===== config.mk =====
export PLATFORM = sky130hd
export DESIGN_NAME = addr_window_decoder
export DESIGN_NICKNAME = d
export VERILOG_FILES = /design/src/rtl/addr_window_pkg.sv /design/src/rtl/awd_cmp_cell.sv /design/src/rtl/awd_window.sv /design/src/rtl/awd_cfg_regs.sv /design/src/rtl/awd_prio_enc.sv /design/src/rtl/addr_window_decoder.sv
export SDC_FILE = /design/constraint.sdc
export NUM_CORES = 1
export LEC_CHECK = 0
export ABC_AREA = 1
export BUFFER_PORTS_ARGS = -buffer_cell sky130_fd_sc_hd__buf_2
export CORE_ASPECT_RATIO = 2
export CORE_UTILIZATION = 61
export DETAILED_ROUTE_END_ITERATION = 7
export PLACE_DENSITY = 0.83
export SLEW_MARGIN = 30
export SYNTH_ARGS = -nofsm -noshare
export SYNTH_HDL_FRONTEND = slang
export SYNTH_SLANG_ARGS = --single-unit

===== constraint.sdc =====
create_clock -name clk -period 1.6 [get_ports clk]
set_input_delay 0.16 -clock clk [delete_from_list [all_inputs] [get_ports clk]]
set_output_delay 0.16 -clock clk [all_outputs]
set_load 0.02 [all_outputs]

===== src/rtl/addr_window_pkg.sv =====
package addr_window_pkg;
    typedef enum logic [1:0] {
        FLD_MASK   = 2'd0,
        FLD_VALUE  = 2'd1,
        FLD_ENABLE = 2'd2,
        FLD_RSVD   = 2'd3
    } cfg_field_e;
endpackage


===== src/rtl/awd_cmp_cell.sv =====
module awd_cmp_cell (
    input  logic chain_in,
    input  logic care,
    input  logic ref_bit,
    input  logic addr_bit,
    output logic chain_out
);
    // pass when disabled-by-mask, else require equality; gated by the chain
    always_comb begin
        chain_out = chain_in & (~care | ~(ref_bit ^ addr_bit));
    end
endmodule


===== src/rtl/awd_window.sv =====
module awd_window #(
    parameter int ADDR_W = 16
) (
    input  logic              start,
    input  logic [ADDR_W-1:0] care_mask,
    input  logic [ADDR_W-1:0] ref_word,
    input  logic [ADDR_W-1:0] addr,
    output logic              hit
);
    logic [ADDR_W:0] chain;

    assign chain[0] = start;

    for (genvar b = 0; b < ADDR_W; b++) begin : g_cell
        awd_cmp_cell u_cell (
            .chain_in (chain[b]),
            .care     (care_mask[b]),
            .ref_bit  (ref_word[b]),
            .addr_bit (addr[b]),
            .chain_out(chain[b+1])
        );
    end

    assign hit = chain[ADDR_W];
endmodule


===== src/rtl/awd_cfg_regs.sv =====
module awd_cfg_regs
    import addr_window_pkg::*;
#(
    parameter int ADDR_W  = 16,
    parameter int NUM_WIN = 6,
    parameter int IDX_W   = 3
) (
    input  logic                           clk,
    input  logic                           rst_n,
    input  logic                           cfg_we,
    input  logic [IDX_W-1:0]               cfg_idx,
    input  logic [1:0]                     cfg_field,
    input  logic [ADDR_W-1:0]              cfg_data,
    output logic [NUM_WIN-1:0][ADDR_W-1:0] mask_o,
    output logic [NUM_WIN-1:0][ADDR_W-1:0] value_o,
    output logic [NUM_WIN-1:0]             wen_o
);
    typedef struct packed {
        logic [NUM_WIN-1:0][ADDR_W-1:0] mask;
        logic [NUM_WIN-1:0][ADDR_W-1:0] value;
        logic [NUM_WIN-1:0]             wen;
    } cfg_state_t;

    cfg_state_t state_d, state_q;
    cfg_field_e fld;
    logic       idx_ok;

    always_comb begin
        fld     = cfg_field_e'(cfg_field);
        idx_ok  = (int'(cfg_idx) < NUM_WIN);
        state_d = state_q;
        for (int w = 0; w < NUM_WIN; w++) begin
            if (cfg_we && idx_ok && (int'(cfg_idx) == w)) begin
                case (fld)
                    FLD_MASK:   state_d.mask[w]  = cfg_data;
                    FLD_VALUE:  state_d.value[w] = cfg_data;
                    FLD_ENABLE: state_d.wen[w]   = cfg_data[0];
                    default:    ;
                endcase
            end
        end
    end

    always_ff @(posedge clk) begin
        if (!rst_n) begin
            state_q.mask  <= '1;
            state_q.value <= '0;
            state_q.wen   <= '0;
        end else begin
            state_q <= state_d;
        end
    end

    assign mask_o  = state_q.mask;
    assign value_o = state_q.value;
    assign wen_o   = state_q.wen;

    // rejected writes leave every setting untouched
    assert_bad_write_R8: assert property (@(posedge clk) disable iff (!rst_n)
        (cfg_we && (!idx_ok || cfg_field == 2'd3)) |=> $stable(state_q));

    // a write never disturbs a window it does not target
    for (genvar w = 0; w < NUM_WIN; w++) begin : g_iso
        assert_other_win_R10: assert property (@(posedge clk) disable iff (!rst_n)
            (cfg_we && int'(cfg_idx) != w) |=>
            ($stable(state_q.mask[w]) && $stable(state_q.value[w]) && $stable(state_q.wen[w])));
    end
endmodule


===== src/rtl/awd_prio_enc.sv =====
module awd_prio_enc #(
    parameter int NUM_WIN = 6,
    parameter int IDX_W   = 3
) (
    input  logic [NUM_WIN-1:0] req,
    output logic               any,
    output logic [IDX_W-1:0]   idx
);
    always_comb begin
        any = 1'b0;
        idx = '0;
        for (int i = NUM_WIN - 1; i >= 0; i--) begin
            if (req[i]) begin
                any = 1'b1;
                idx = IDX_W'(i);
            end
        end
    end
endmodule


===== src/rtl/addr_window_decoder.sv =====
module addr_window_decoder #(
    parameter  int ADDR_W  = 16,
    parameter  int NUM_WIN = 6,
    localparam int IDX_W   = (NUM_WIN > 1) ? $clog2(NUM_WIN) : 1
) (
    input  logic               clk,
    input  logic               rst_n,
    input  logic               dec_en,
    input  logic [ADDR_W-1:0]  addr,
    input  logic               cfg_we,
    input  logic [IDX_W-1:0]   cfg_idx,
    input  logic [1:0]         cfg_field,
    input  logic [ADDR_W-1:0]  cfg_data,
    output logic [NUM_WIN-1:0] win_sel,
    output logic               hit_valid,
    output logic [IDX_W-1:0]   hit_idx
);
    logic [NUM_WIN-1:0][ADDR_W-1:0] mask_q;
    logic [NUM_WIN-1:0][ADDR_W-1:0] value_q;
    logic [NUM_WIN-1:0]             wen_q;

    awd_cfg_regs #(
        .ADDR_W (ADDR_W),
        .NUM_WIN(NUM_WIN),
        .IDX_W  (IDX_W)
    ) u_cfg (
        .clk      (clk),
        .rst_n    (rst_n),
        .cfg_we   (cfg_we),
        .cfg_idx  (cfg_idx),
        .cfg_field(cfg_field),
        .cfg_data (cfg_data),
        .mask_o   (mask_q),
        .value_o  (value_q),
        .wen_o    (wen_q)
    );

    for (genvar w = 0; w < NUM_WIN; w++) begin : g_win
        awd_window #(.ADDR_W(ADDR_W)) u_win (
            .start    (dec_en & wen_q[w]),
            .care_mask(mask_q[w]),
            .ref_word (value_q[w]),
            .addr     (addr),
            .hit      (win_sel[w])
        );

        // a disabled window stays quiet
        assert_win_off_R3: assert property (@(posedge clk) disable iff (!rst_n)
            !wen_q[w] |-> !win_sel[w]);
    end

    awd_prio_enc #(
        .NUM_WIN(NUM_WIN),
        .IDX_W  (IDX_W)
    ) u_enc (
        .req(win_sel),
        .any(hit_valid),
        .idx(hit_idx)
    );

    // global enable low blanks every output
    assert_gate_off_R2: assert property (@(posedge clk) disable iff (!rst_n)
        !dec_en |-> (win_sel == '0 && !hit_valid));

    // valid flag tracks the selects
    assert_valid_any_R9: assert property (@(posedge clk) disable iff (!rst_n)
        hit_valid == (win_sel != '0));

    // reported winner is selected and nothing below it is
    assert_lowest_R9: assert property (@(posedge clk) disable iff (!rst_n)
        hit_valid |-> (win_sel[hit_idx] &&
                       ((win_sel & ~({NUM_WIN{1'b1}} << hit_idx)) == '0)));

    // idle index reads zero
    assert_idle_idx_R9: assert property (@(posedge clk) disable iff (!rst_n)
        !hit_valid |-> hit_idx == '0);
endmodule


==> results.sh, run 1 <==
export IMPL_firstDrtPassIters=5
export IMPL_synth_edf_count=0
export IMPL_maxCapViolations=0
export IMPL_dieHeight_microns=173.2
export IMPL_worstHoldPathType="input pin to flip-flop"
export IMPL_hold_depth=3
export IMPL_synth_ff_type="dfxtp_1"
export IMPL_pin_count=51
export IMPL_relSlewSlack_pct=59.81
export IMPL_ys_top_cells_by_count="nand2_1, dfxtp_1, nand3_1"
export IMPL_layout_drive_gt1_share_pct=21.10
export IMPL_hold_buffers=0
export IMPL_gp_congestion=0.9304
export IMPL_setup_ws_ps=-575.9
export IMPL_placed_area_sq_um=9798
export IMPL_row_count=62
export IMPL_coreArea_sq_um=14350
export IMPL_grt_max_degree=105
export IMPL_wl_per_cell_microns=18.29
export IMPL_ir_drop_v=0.0007890
export IMPL_period_share_pct=136.0
export IMPL_cp_max_fo=3
export IMPL_vias=9446
export IMPL_power_density_nw_per_um2=958.2
export IMPL_fin_tns_setup_ps=-4539
export IMPL_nets=1445
export IMPL_status="finished with violations"
export IMPL_start_kind="flip-flop"
export IMPL_first_global_vias=9026
export IMPL_synth_top_area_share_pct=44.32
export IMPL_rsz0062_at_grt="yes"
export IMPL_fin_skew_ps=0
export IMPL_async_reset_ff_share_pct=0
export IMPL_syn_nets=1366
export IMPL_vias_per_cell=5.867
export IMPL_tritoncts="yes"
export IMPL_ys_top_cells_by_area="dfxtp_1, nand2_1, nand3_1, a21oi_1, inv_1"
export IMPL_avgSynthCellArea_sq_um=6.750
export IMPL_place_ws_ps=-277.4
export IMPL_track_usage_pct=40.38
export IMPL_ff2ff_path_depth=3
export IMPL_insertion_delay_ps=440
export IMPL_crit_type="flip-flop to primary output"
export IMPL_ys_seq_area_share_pct=44.32
export IMPL_worst_pin_slew_ps=601.9
export IMPL_dp_cells=1573
export IMPL_synth_most_common_cell="nand2_1"
export IMPL_dr_first_iter_drc_count=1011
export IMPL_clk_pin_slew_ps=80
export IMPL_cts_buffers_inserted=17
export IMPL_dpl_hpwl_mm=19.03
export IMPL_power_mw=10.34
export IMPL_grt_pass1_wl_mm=45.80
export IMPL_totalWireLength_mm=29.44
export IMPL_areaGrowthSynthToFinish_pct=20.71
export IMPL_dieArea_sq_um=15180
export IMPL_final_util_pct=75.22
export IMPL_hold_viol_final=0
export IMPL_portBuffers=50
export IMPL_start_util_pct=62.32
export IMPL_cp_arrival_ps=2020
export IMPL_cp_data_required_time_ps=1440
export IMPL_violations="setup timing"
export IMPL_drv_slew=0
export IMPL_clk_path_buf_depth=2
export IMPL_yosysUniqueCellTypes=31
export IMPL_yosysTopAreaCell="dfxtp_1"
export IMPL_min_period_ps=2176
export IMPL_cts_max_level=4
export IMPL_endpoint_kind="primary output"
export IMPL_drc=0
export IMPL_fin_area_sq_um=10800
export IMPL_finalSetupViolCount=10
export IMPL_yosysWarnings=0
export IMPL_cts_root_buffer="clkbuf_16"
export IMPL_synth_seq_cells=198
export IMPL_max_freq_mhz=459.6
export IMPL_gr_total_overflow=0
export IMPL_fin_cells=1610
export IMPL_fin_hold_ws_ps=91.92
export IMPL_antenna_found_initial=3
export IMPL_ant_nets=0
export IMPL_numClockSinks=198
export IMPL_syn_area_sq_um=8944
export IMPL_synth_cells=1325
export IMPL_leakagePower_nw=5.050
export IMPL_die_w_microns=87.62
-- where the power goes --
| group | internal (mW) | total [mW] | switching [mW] |
|---|---|---|---|
| Sequential | 4.99 | 5.02 | 0.0357 |
| Combinational | 0.306 | 0.929 | 0.622 |
| Clock | 2.36 | 4.39 | 2.04 |
| Total | 7.65 | 10.3 | 2.69 |
-- routing by layer --
| metal | up-vias | track usage (%) | routed length (microns) |
|---|---|---|---|
| li1 | 4402 | - | - |
| met1 | 4256 | 45.07 | 10060 |
| met2 | 595 | 64.00 | 14180 |
| met3 | 189 | 7.905 | 2482 |
| met4 | 4 | 34.84 | 2700 |
| met5 | - | 0 | 23 |
-- state kept, by name, indices dropped and copies added (netlist names) --
name / flops
u_cfg.mask_o: 96
u_cfg.wen_o: 6
u_cfg.value_o: 96
-- cell type report --
type / instances / area (sq um)
Sequential cell: 198 / 3985
Clock buffer: 18 / 429.2
Timing Repair Buffer: 148 / 1121
Multi-Input combinational cell: 924 / 4418
Inverter: 115 / 434.2
Tap cell: 192 / 240.2
Fill cell: 1081 / 3556
Antenna cell: 1 / 2.502
Clock inverter: 14 / 165.2
-- worst paths after layout --
path / slack (ps) / start / to
worst max register to register: 800 / u_cfg.value_o[95]$_SDFFE_PN0P_ / u_cfg.value_o[95]$_SDFFE_PN0P_
worst min register to register: 460 / u_cfg.value_o[75]$_SDFFE_PN0P_ / u_cfg.value_o[75]$_SDFFE_PN0P_
worst min-delay path: 90 / cfg_data[7] / u_cfg.mask_o[39]$_SDFFE_PN1P_
worst max-delay path: -580 / u_cfg.value_o[55]$_SDFFE_PN0P_ / hit_idx[1]
-- cells by family after synthesis --
family                    after synthesis  synth area share (%)
AOI/OAI and AO/OA                     205                 11.64
and+or+nand+nor                       715                 34.22
buffers and inverters                 203                 9.429
DFF                                   198                 44.32
xor gates and xnor gates                4                0.3917
-- placed cells by master, fill, tap and decap left out, drive strengths merged, types with 2 or more instances in the layout --
cell type	count
or2	10
nand4	6
clkinv	6
inv	121
buf	148
nand3	183
nor3	9
bufinv	2
nor4	2
a31oi	4
nand2	410
dfxtp	198
nor2	93
clkbuf	18
xor2	4
nand3b	2
o21ai	94
a21oi	104
-- worst max-delay path: stages, from the launching register on --
cell and delay (ps):
dfxtp_2 330, or2_4 240, nand3_2 50, nand4_1 180, nor2_1 200, nand3_2 130, inv_2 90, nor2_2 60
nor3_2 120, buf_4 170
-- what timing repair did --
| action | CTS | global route |
|---|---|---|
| buffers inserted | 5 | 1 |
| resized for setup | 74 | 50 |
| pin swaps | 21 | 28 |
| cloned | 0 | 0 |
| endpoints found under the setup margin | 10 | 10 |
Note: power is estimated with default switching activity, not from simulation.
==> inputs of run 2 (changes only) <==
--- a/config.mk
+++ b/config.mk
@@ -7,9 +7,9 @@
 export LEC_CHECK = 0
 export ABC_AREA = 1
 export BUFFER_PORTS_ARGS = -buffer_cell sky130_fd_sc_hd__buf_2
-export CORE_ASPECT_RATIO = 2
 export CORE_UTILIZATION = 61
 export DETAILED_ROUTE_END_ITERATION = 7
+export HOLD_SLACK_MARGIN = 0.03
 export PLACE_DENSITY = 0.83
 export SLEW_MARGIN = 30
 export SYNTH_ARGS = -nofsm -noshare
==> results.sh, run 2 (synthesis gave the netlist of run 1 again) <==
export IMPL_place_ws_ps=-249.2
export IMPL_cp_data_required_time_ps=1440
export IMPL_tritoncts="yes"
export IMPL_power_density_nw_per_um2=925.1
export IMPL_cts_max_level=4
export IMPL_relSlewSlack_pct=56.52
export IMPL_dpl_hpwl_mm=18.62
export IMPL_vias=9367
export IMPL_areaGrowthSynthToFinish_pct=21.17
export IMPL_cts_root_buffer="clkbuf_16"
export IMPL_grt_max_degree=86
export IMPL_hold_depth=3
export IMPL_finalSetupViolCount=10
export IMPL_crit_type="flip-flop to primary output"
export IMPL_grt_pass1_wl_mm=44.86
export IMPL_layout_common_cells="nand2_1, dfxtp_1, nand3_1, a21oi_1, buf_4"
export IMPL_drc=0
export IMPL_wl_per_cell_microns=18.27
export IMPL_r2r_start="u_cfg.value_o[57]$_SDFFE_PN0P_"
export IMPL_ff2ff_path_depth=3
export IMPL_use_met3_pct=11.49
export IMPL_hold_viol_final=0
export IMPL_cp_max_fo=3
export IMPL_cts_buffers_inserted=17
export IMPL_fin_skew_ps=0
export IMPL_rsz0062_at_grt="yes"
export IMPL_nets=1455
export IMPL_vias_per_cell=5.822
export IMPL_violations="setup timing"
export IMPL_dr_first_iter_drc_count=1322
export IMPL_max_freq_mhz=443.4
export IMPL_coreArea_sq_um=14100
export IMPL_maxCapViolations=0
export IMPL_fin_tns_setup_ps=-4728
export IMPL_portBuffers=50
export IMPL_fin_cells=1609
export IMPL_dieHeight_microns=123.1
export IMPL_numClockSinks=198
export IMPL_fin_area_sq_um=10840
export IMPL_worst_pin_slew_ps=651.4
export IMPL_cp_arrival_ps=2100
export IMPL_dp_cells=1569
export IMPL_worstHoldPathType="input pin to flip-flop"
export IMPL_track_usage_pct=40.07
export IMPL_drv_slew=0
export IMPL_power_mw=10.02
export IMPL_die_w_microns=123.1
export IMPL_gr_usage_met1_pct=49.93
export IMPL_endpoint_kind="primary output"
export IMPL_gp_congestion=0.9059
export IMPL_r2r_end="u_cfg.value_o[57]$_SDFFE_PN0P_"
export IMPL_layout_drive_gt1_share_pct=22.63
export IMPL_status="finished with violations"
export IMPL_rrSetupSlack_ps=800
export IMPL_placed_area_sq_um=9831
export IMPL_period_share_pct=141.0
export IMPL_row_count=43
export IMPL_min_from="cfg_data[1]"
export IMPL_top_usage_layer="met2"
export IMPL_min_period_ps=2255
export IMPL_leakagePower_nw=5.075
export IMPL_ir_drop_v=0.0009019
export IMPL_start_kind="flip-flop"
export IMPL_clk_path_buf_depth=2
export IMPL_layout_commonest_cell="nand2_1"
export IMPL_firstDrtPassIters=6
export IMPL_start_util_pct=63.45
export IMPL_hold_buffers=0
export IMPL_antenna_found_initial=3
export IMPL_ant_nets=0
export IMPL_n_fill_cell=1057
export IMPL_dieArea_sq_um=15150
export IMPL_gr_total_overflow=0
export IMPL_setup_ws_ps=-655.3
export IMPL_clk_pin_slew_ps=70
export IMPL_pin_count=51
export IMPL_grt_util_met2_pct=59.48
export IMPL_first_global_vias=8564
export IMPL_totalWireLength_mm=29.39
export IMPL_insertion_delay_ps=450
export IMPL_holdPathEnd="u_cfg.mask_o[65]$_SDFFE_PN1P_"
==> run 2: cell type report <==
type | instances | area [sq um] | area share, %
Multi-Input combinational cell | 924 | 4452 | 41.08
Sequential cell | 198 | 3989 | 36.81
Timing Repair Buffer | 158 | 1191 | 10.99
Inverter | 115 | 431.7 | 3.983
Clock buffer | 17 | 425.4 | 3.926
Tap cell | 180 | 225.2 | 2.078
Clock inverter | 15 | 117.6 | 1.085
Antenna cell | 2 | 5.005 | 0.04618
==> run 2: worst max-delay path by stage <==
stage / slack (ps) / cells past startpoint / startpoint / end
global placement: -220 / 10 / addr[12] / hit_idx[0]
detailed placement: -250 / 10 / addr[12] / hit_idx[0]
floorplan: 10 / 10 / u_cfg.value_o[95]$_SDFFE_PN0P_ / hit_idx[0]
global route: -710 / 14 / u_cfg.value_o[37]$_SDFFE_PN0P_ / hit_idx[0]
finish: -660 / 8 / u_cfg.value_o[18]$_SDFFE_PN0P_ / hit_idx[0]
CTS: -590 / 9 / u_cfg.value_o[42]$_SDFFE_PN0P_ / hit_idx[1]
==> run 2: critical path, stage by stage (launching register included) <==
cell and delay, ps:
dfxtp_4 360, nor2_4 150, nor2_4 70, a31oi_1 140, nand4_1 230, nor2_2 230, inv_1 70, a21oi_2 230
buf_6 150
==> run 2: per-layer routing <==
| layer | up-vias | routed length [microns] |
|---|---|---|
| li1 | 4425 | - |
| met1 | 4243 | 11540 |
| met2 | 566 | 12520 |
| met3 | 131 | 3346 |
| met4 | 2 | 1965 |
| met5 | - | 12 |
==> run 2: repair_timing <==
| action | 4_1_cts | 5_1_grt |
|---|---|---|
| pin swaps | 28 | 26 |
| endpoints found under the setup margin | 10 | 10 |
| resized for setup | 80 | 60 |
| buffers inserted | 7 | 4 |
==> run 2: power breakdown <==
part	switching, mW	internal [mW]	total [mW]	leakage, nW
Combinational	0.625	0.309	0.934	3.20
Sequential	0.0363	4.99	5.02	1.61
Clock	2.05	2.02	4.07	0.266
Total	2.71	7.32	10.0	5.07
==> run 2: metrics by stage <==
| step | utilization [%] | hold slack, ps |
|---|---|---|
| floorplan | - | 324.6 |
| global placement | 69.74 | 438.6 |
| detailed placement | 69.74 | 443.7 |
| CTS | 75.49 | 60.02 |
| global route | 76.86 | 84.51 |
| finish | 76.88 | 64.36 |
==> inputs of run 3 (changes only) <==
--- a/config.mk
+++ b/config.mk
@@ -11,6 +11,7 @@
 export DETAILED_ROUTE_END_ITERATION = 7
 export HOLD_SLACK_MARGIN = 0.03
 export PLACE_DENSITY = 0.83
+export SETUP_SLACK_MARGIN = 0.5
 export SLEW_MARGIN = 30
 export SYNTH_ARGS = -nofsm -noshare
 export SYNTH_HDL_FRONTEND = slang
==> results.sh, run 3 (synthesis gave the netlist of run 1 again) <==
export IMPL_first_global_vias=8513
export IMPL_hold_depth=3
export IMPL_die_w_microns=123.1
export IMPL_cpMostUsedCell="nand2_1"
export IMPL_grt_max_degree=100
export IMPL_relSlewSlack_pct=61.54
export IMPL_dpl_hpwl_mm=18.94
export IMPL_n_fill_cell=988
export IMPL_worst_pin_slew_ps=576.2
export IMPL_clk_path_buf_depth=2
export IMPL_period_share_pct=138.7
export IMPL_grt_pass1_wl_mm=44.93
export IMPL_critical_path_max_stage_delay_ps=320
export IMPL_status="finished with violations"
export IMPL_finalSetupViolCount=10
export IMPL_cpLargestDelayFamily="simple AND/OR/NAND/NOR gates"
export IMPL_clk_pin_slew_ps=70
export IMPL_vias_per_cell=5.963
export IMPL_cp_arrival_ps=2060
export IMPL_max_freq_mhz=450.7
export IMPL_dr_first_iter_drc_count=1289
export IMPL_totalWireLength_mm=30.39
export IMPL_drv_slew=0
export IMPL_fin_skew_ps=0
export IMPL_crit_slowest_cell="dfxtp_2"
export IMPL_areaGrowthSynthToFinish_pct=22.41
export IMPL_power_density_nw_per_um2=949.7
export IMPL_setup_ws_ps=-618.7
export IMPL_nets=1448
export IMPL_crit_cells=11
export IMPL_numClockSinks=198
export IMPL_min_period_ps=2219
export IMPL_layout_commonest_cell="nand2_1"
export IMPL_place_ws_ps=-163.6
export IMPL_cts_root_buffer="clkbuf_16"
export IMPL_tritoncts="yes"
export IMPL_vias=9553
export IMPL_portBuffers=50
export IMPL_fin_tns_setup_ps=-4830
export IMPL_ff2ff_path_depth=4
export IMPL_pin_count=51
export IMPL_layout_common_cells="nand2_1, dfxtp_1, nand3_1, a21oi_1, buf_4"
export IMPL_rsz0062_at_grt="yes"
export IMPL_cp_data_required_time_ps=1440
export IMPL_layout_drive_gt1_share_pct=22.36
export IMPL_dieArea_sq_um=15150
export IMPL_hold_viol_final=0
export IMPL_cts_max_level=4
export IMPL_power_mw=10.40
export IMPL_violations="setup timing"
export IMPL_crit_buf_inv=1
export IMPL_firstDrtPassIters=8
export IMPL_ant_nets=0
export IMPL_drc=0
export IMPL_ff_latch_area_sq_um=3993
export IMPL_start_util_pct=63.45
export IMPL_maxCapViolations=0
export IMPL_antenna_found_initial=3
export IMPL_leakagePower_nw=5.068
export IMPL_cts_buffers_inserted=17
export IMPL_hold_buffers=0
export IMPL_insertion_delay_ps=440
export IMPL_worstHoldPathType="input pin to flip-flop"
export IMPL_start_kind="flip-flop"
export IMPL_final_util_pct=77.67
export IMPL_track_usage_pct=39.78
export IMPL_gr_total_overflow=0
export IMPL_ir_drop_v=0.0008931
export IMPL_cp_max_fo=3
export IMPL_coreArea_sq_um=14100
export IMPL_endpoint_kind="primary output"
export IMPL_wl_per_cell_microns=18.97
export IMPL_gp_congestion=0.9239
export IMPL_dieHeight_microns=123.1
export IMPL_multi_input_comb_area_sq_um=4443
export IMPL_crit_type="flip-flop to primary output"
export IMPL_row_count=43
export IMPL_crit_path_cell_trace="or2_1 -> nand3_1 -> nand2_1 -> nor2_1 -> nand2_1 -> nor2_2 -> nand2_1 -> nand2_1 -> nand2_2 -> a21oi_4 -> buf_6"
==> run 3: routing by layer <==
layer / vias to the layer above / share of wire (%) / track usage [%]
met4: 0 / 5.1 / 20.86
met1: 4419 / 38 / 49.82
met3: 114 / 12 / 12.18
met5: - / 0 / 0
li1: 4421 / - / -
met2: 599 / 45 / 61.62
==> run 3: cell type report <==
class	count	share of cell area, %
inverter	115	4.423
timing repair buffer	150	10.87
multi-input combinational	924	40.58
tap	180	2.057
antenna	4	0.09143
timing repair inverter	1	0.05714
sequential	198	36.47
clock buffer	21	4.297
clock inverter	9	1.154
==> run 3: tightest hold or removal path, stage by stage <==
cell and delay (ps):
buf_2 170, nand2_1 90, nand3_1 50
==> run 3: metrics by stage <==
step           hold slack [ps]  instance area (sq um)  cells
6_report                 83.91                  10950   1602
5_1_grt                  92.18                  10940   1598
4_1_cts                  78.73                  10720   1592
3_5_place_dp             443.1                   9931   1559
3_3_place_gp             438.9                   9931   1559
2_1_floorplan            324.6                   9179   1325
==> run 3: final timing paths <==
path / slack [ps] / to / startpoint
worst max-delay path: -620 / hit_idx[0] / u_cfg.value_o[83]$_SDFFE_PN0P_
worst min-delay path: 80 / u_cfg.mask_o[19]$_SDFFE_PN1P_ / cfg_data[3]
worst max register to register: 790 / u_cfg.value_o[32]$_SDFFE_PN0P_ / u_cfg.value_o[32]$_SDFFE_PN0P_
worst min register to register: 450 / u_cfg.value_o[71]$_SDFFE_PN0P_ / u_cfg.value_o[71]$_SDFFE_PN0P_
==> run 3: timing repair <==
| action | in CTS | in global routing |
|---|---|---|
| setup buffers | 3 | 5 |
| gates cloned | 0 | 1 |
| resized for setup | 61 | 68 |
| setup endpoints to repair | 37 | 85 |
| pin swaps | 19 | 28 |
==> run 3: power breakdown <==
group / internal (mW) / switching (mW) / total [mW] / leakage [nW]
sequential: 4.99 / 0.0374 / 5.03 / 1.61
clock: 2.56 / 1.87 / 4.43 / 0.295
combinational: 0.306 / 0.636 / 0.942 / 3.16
total: 7.85 / 2.54 / 10.4 / 5.07
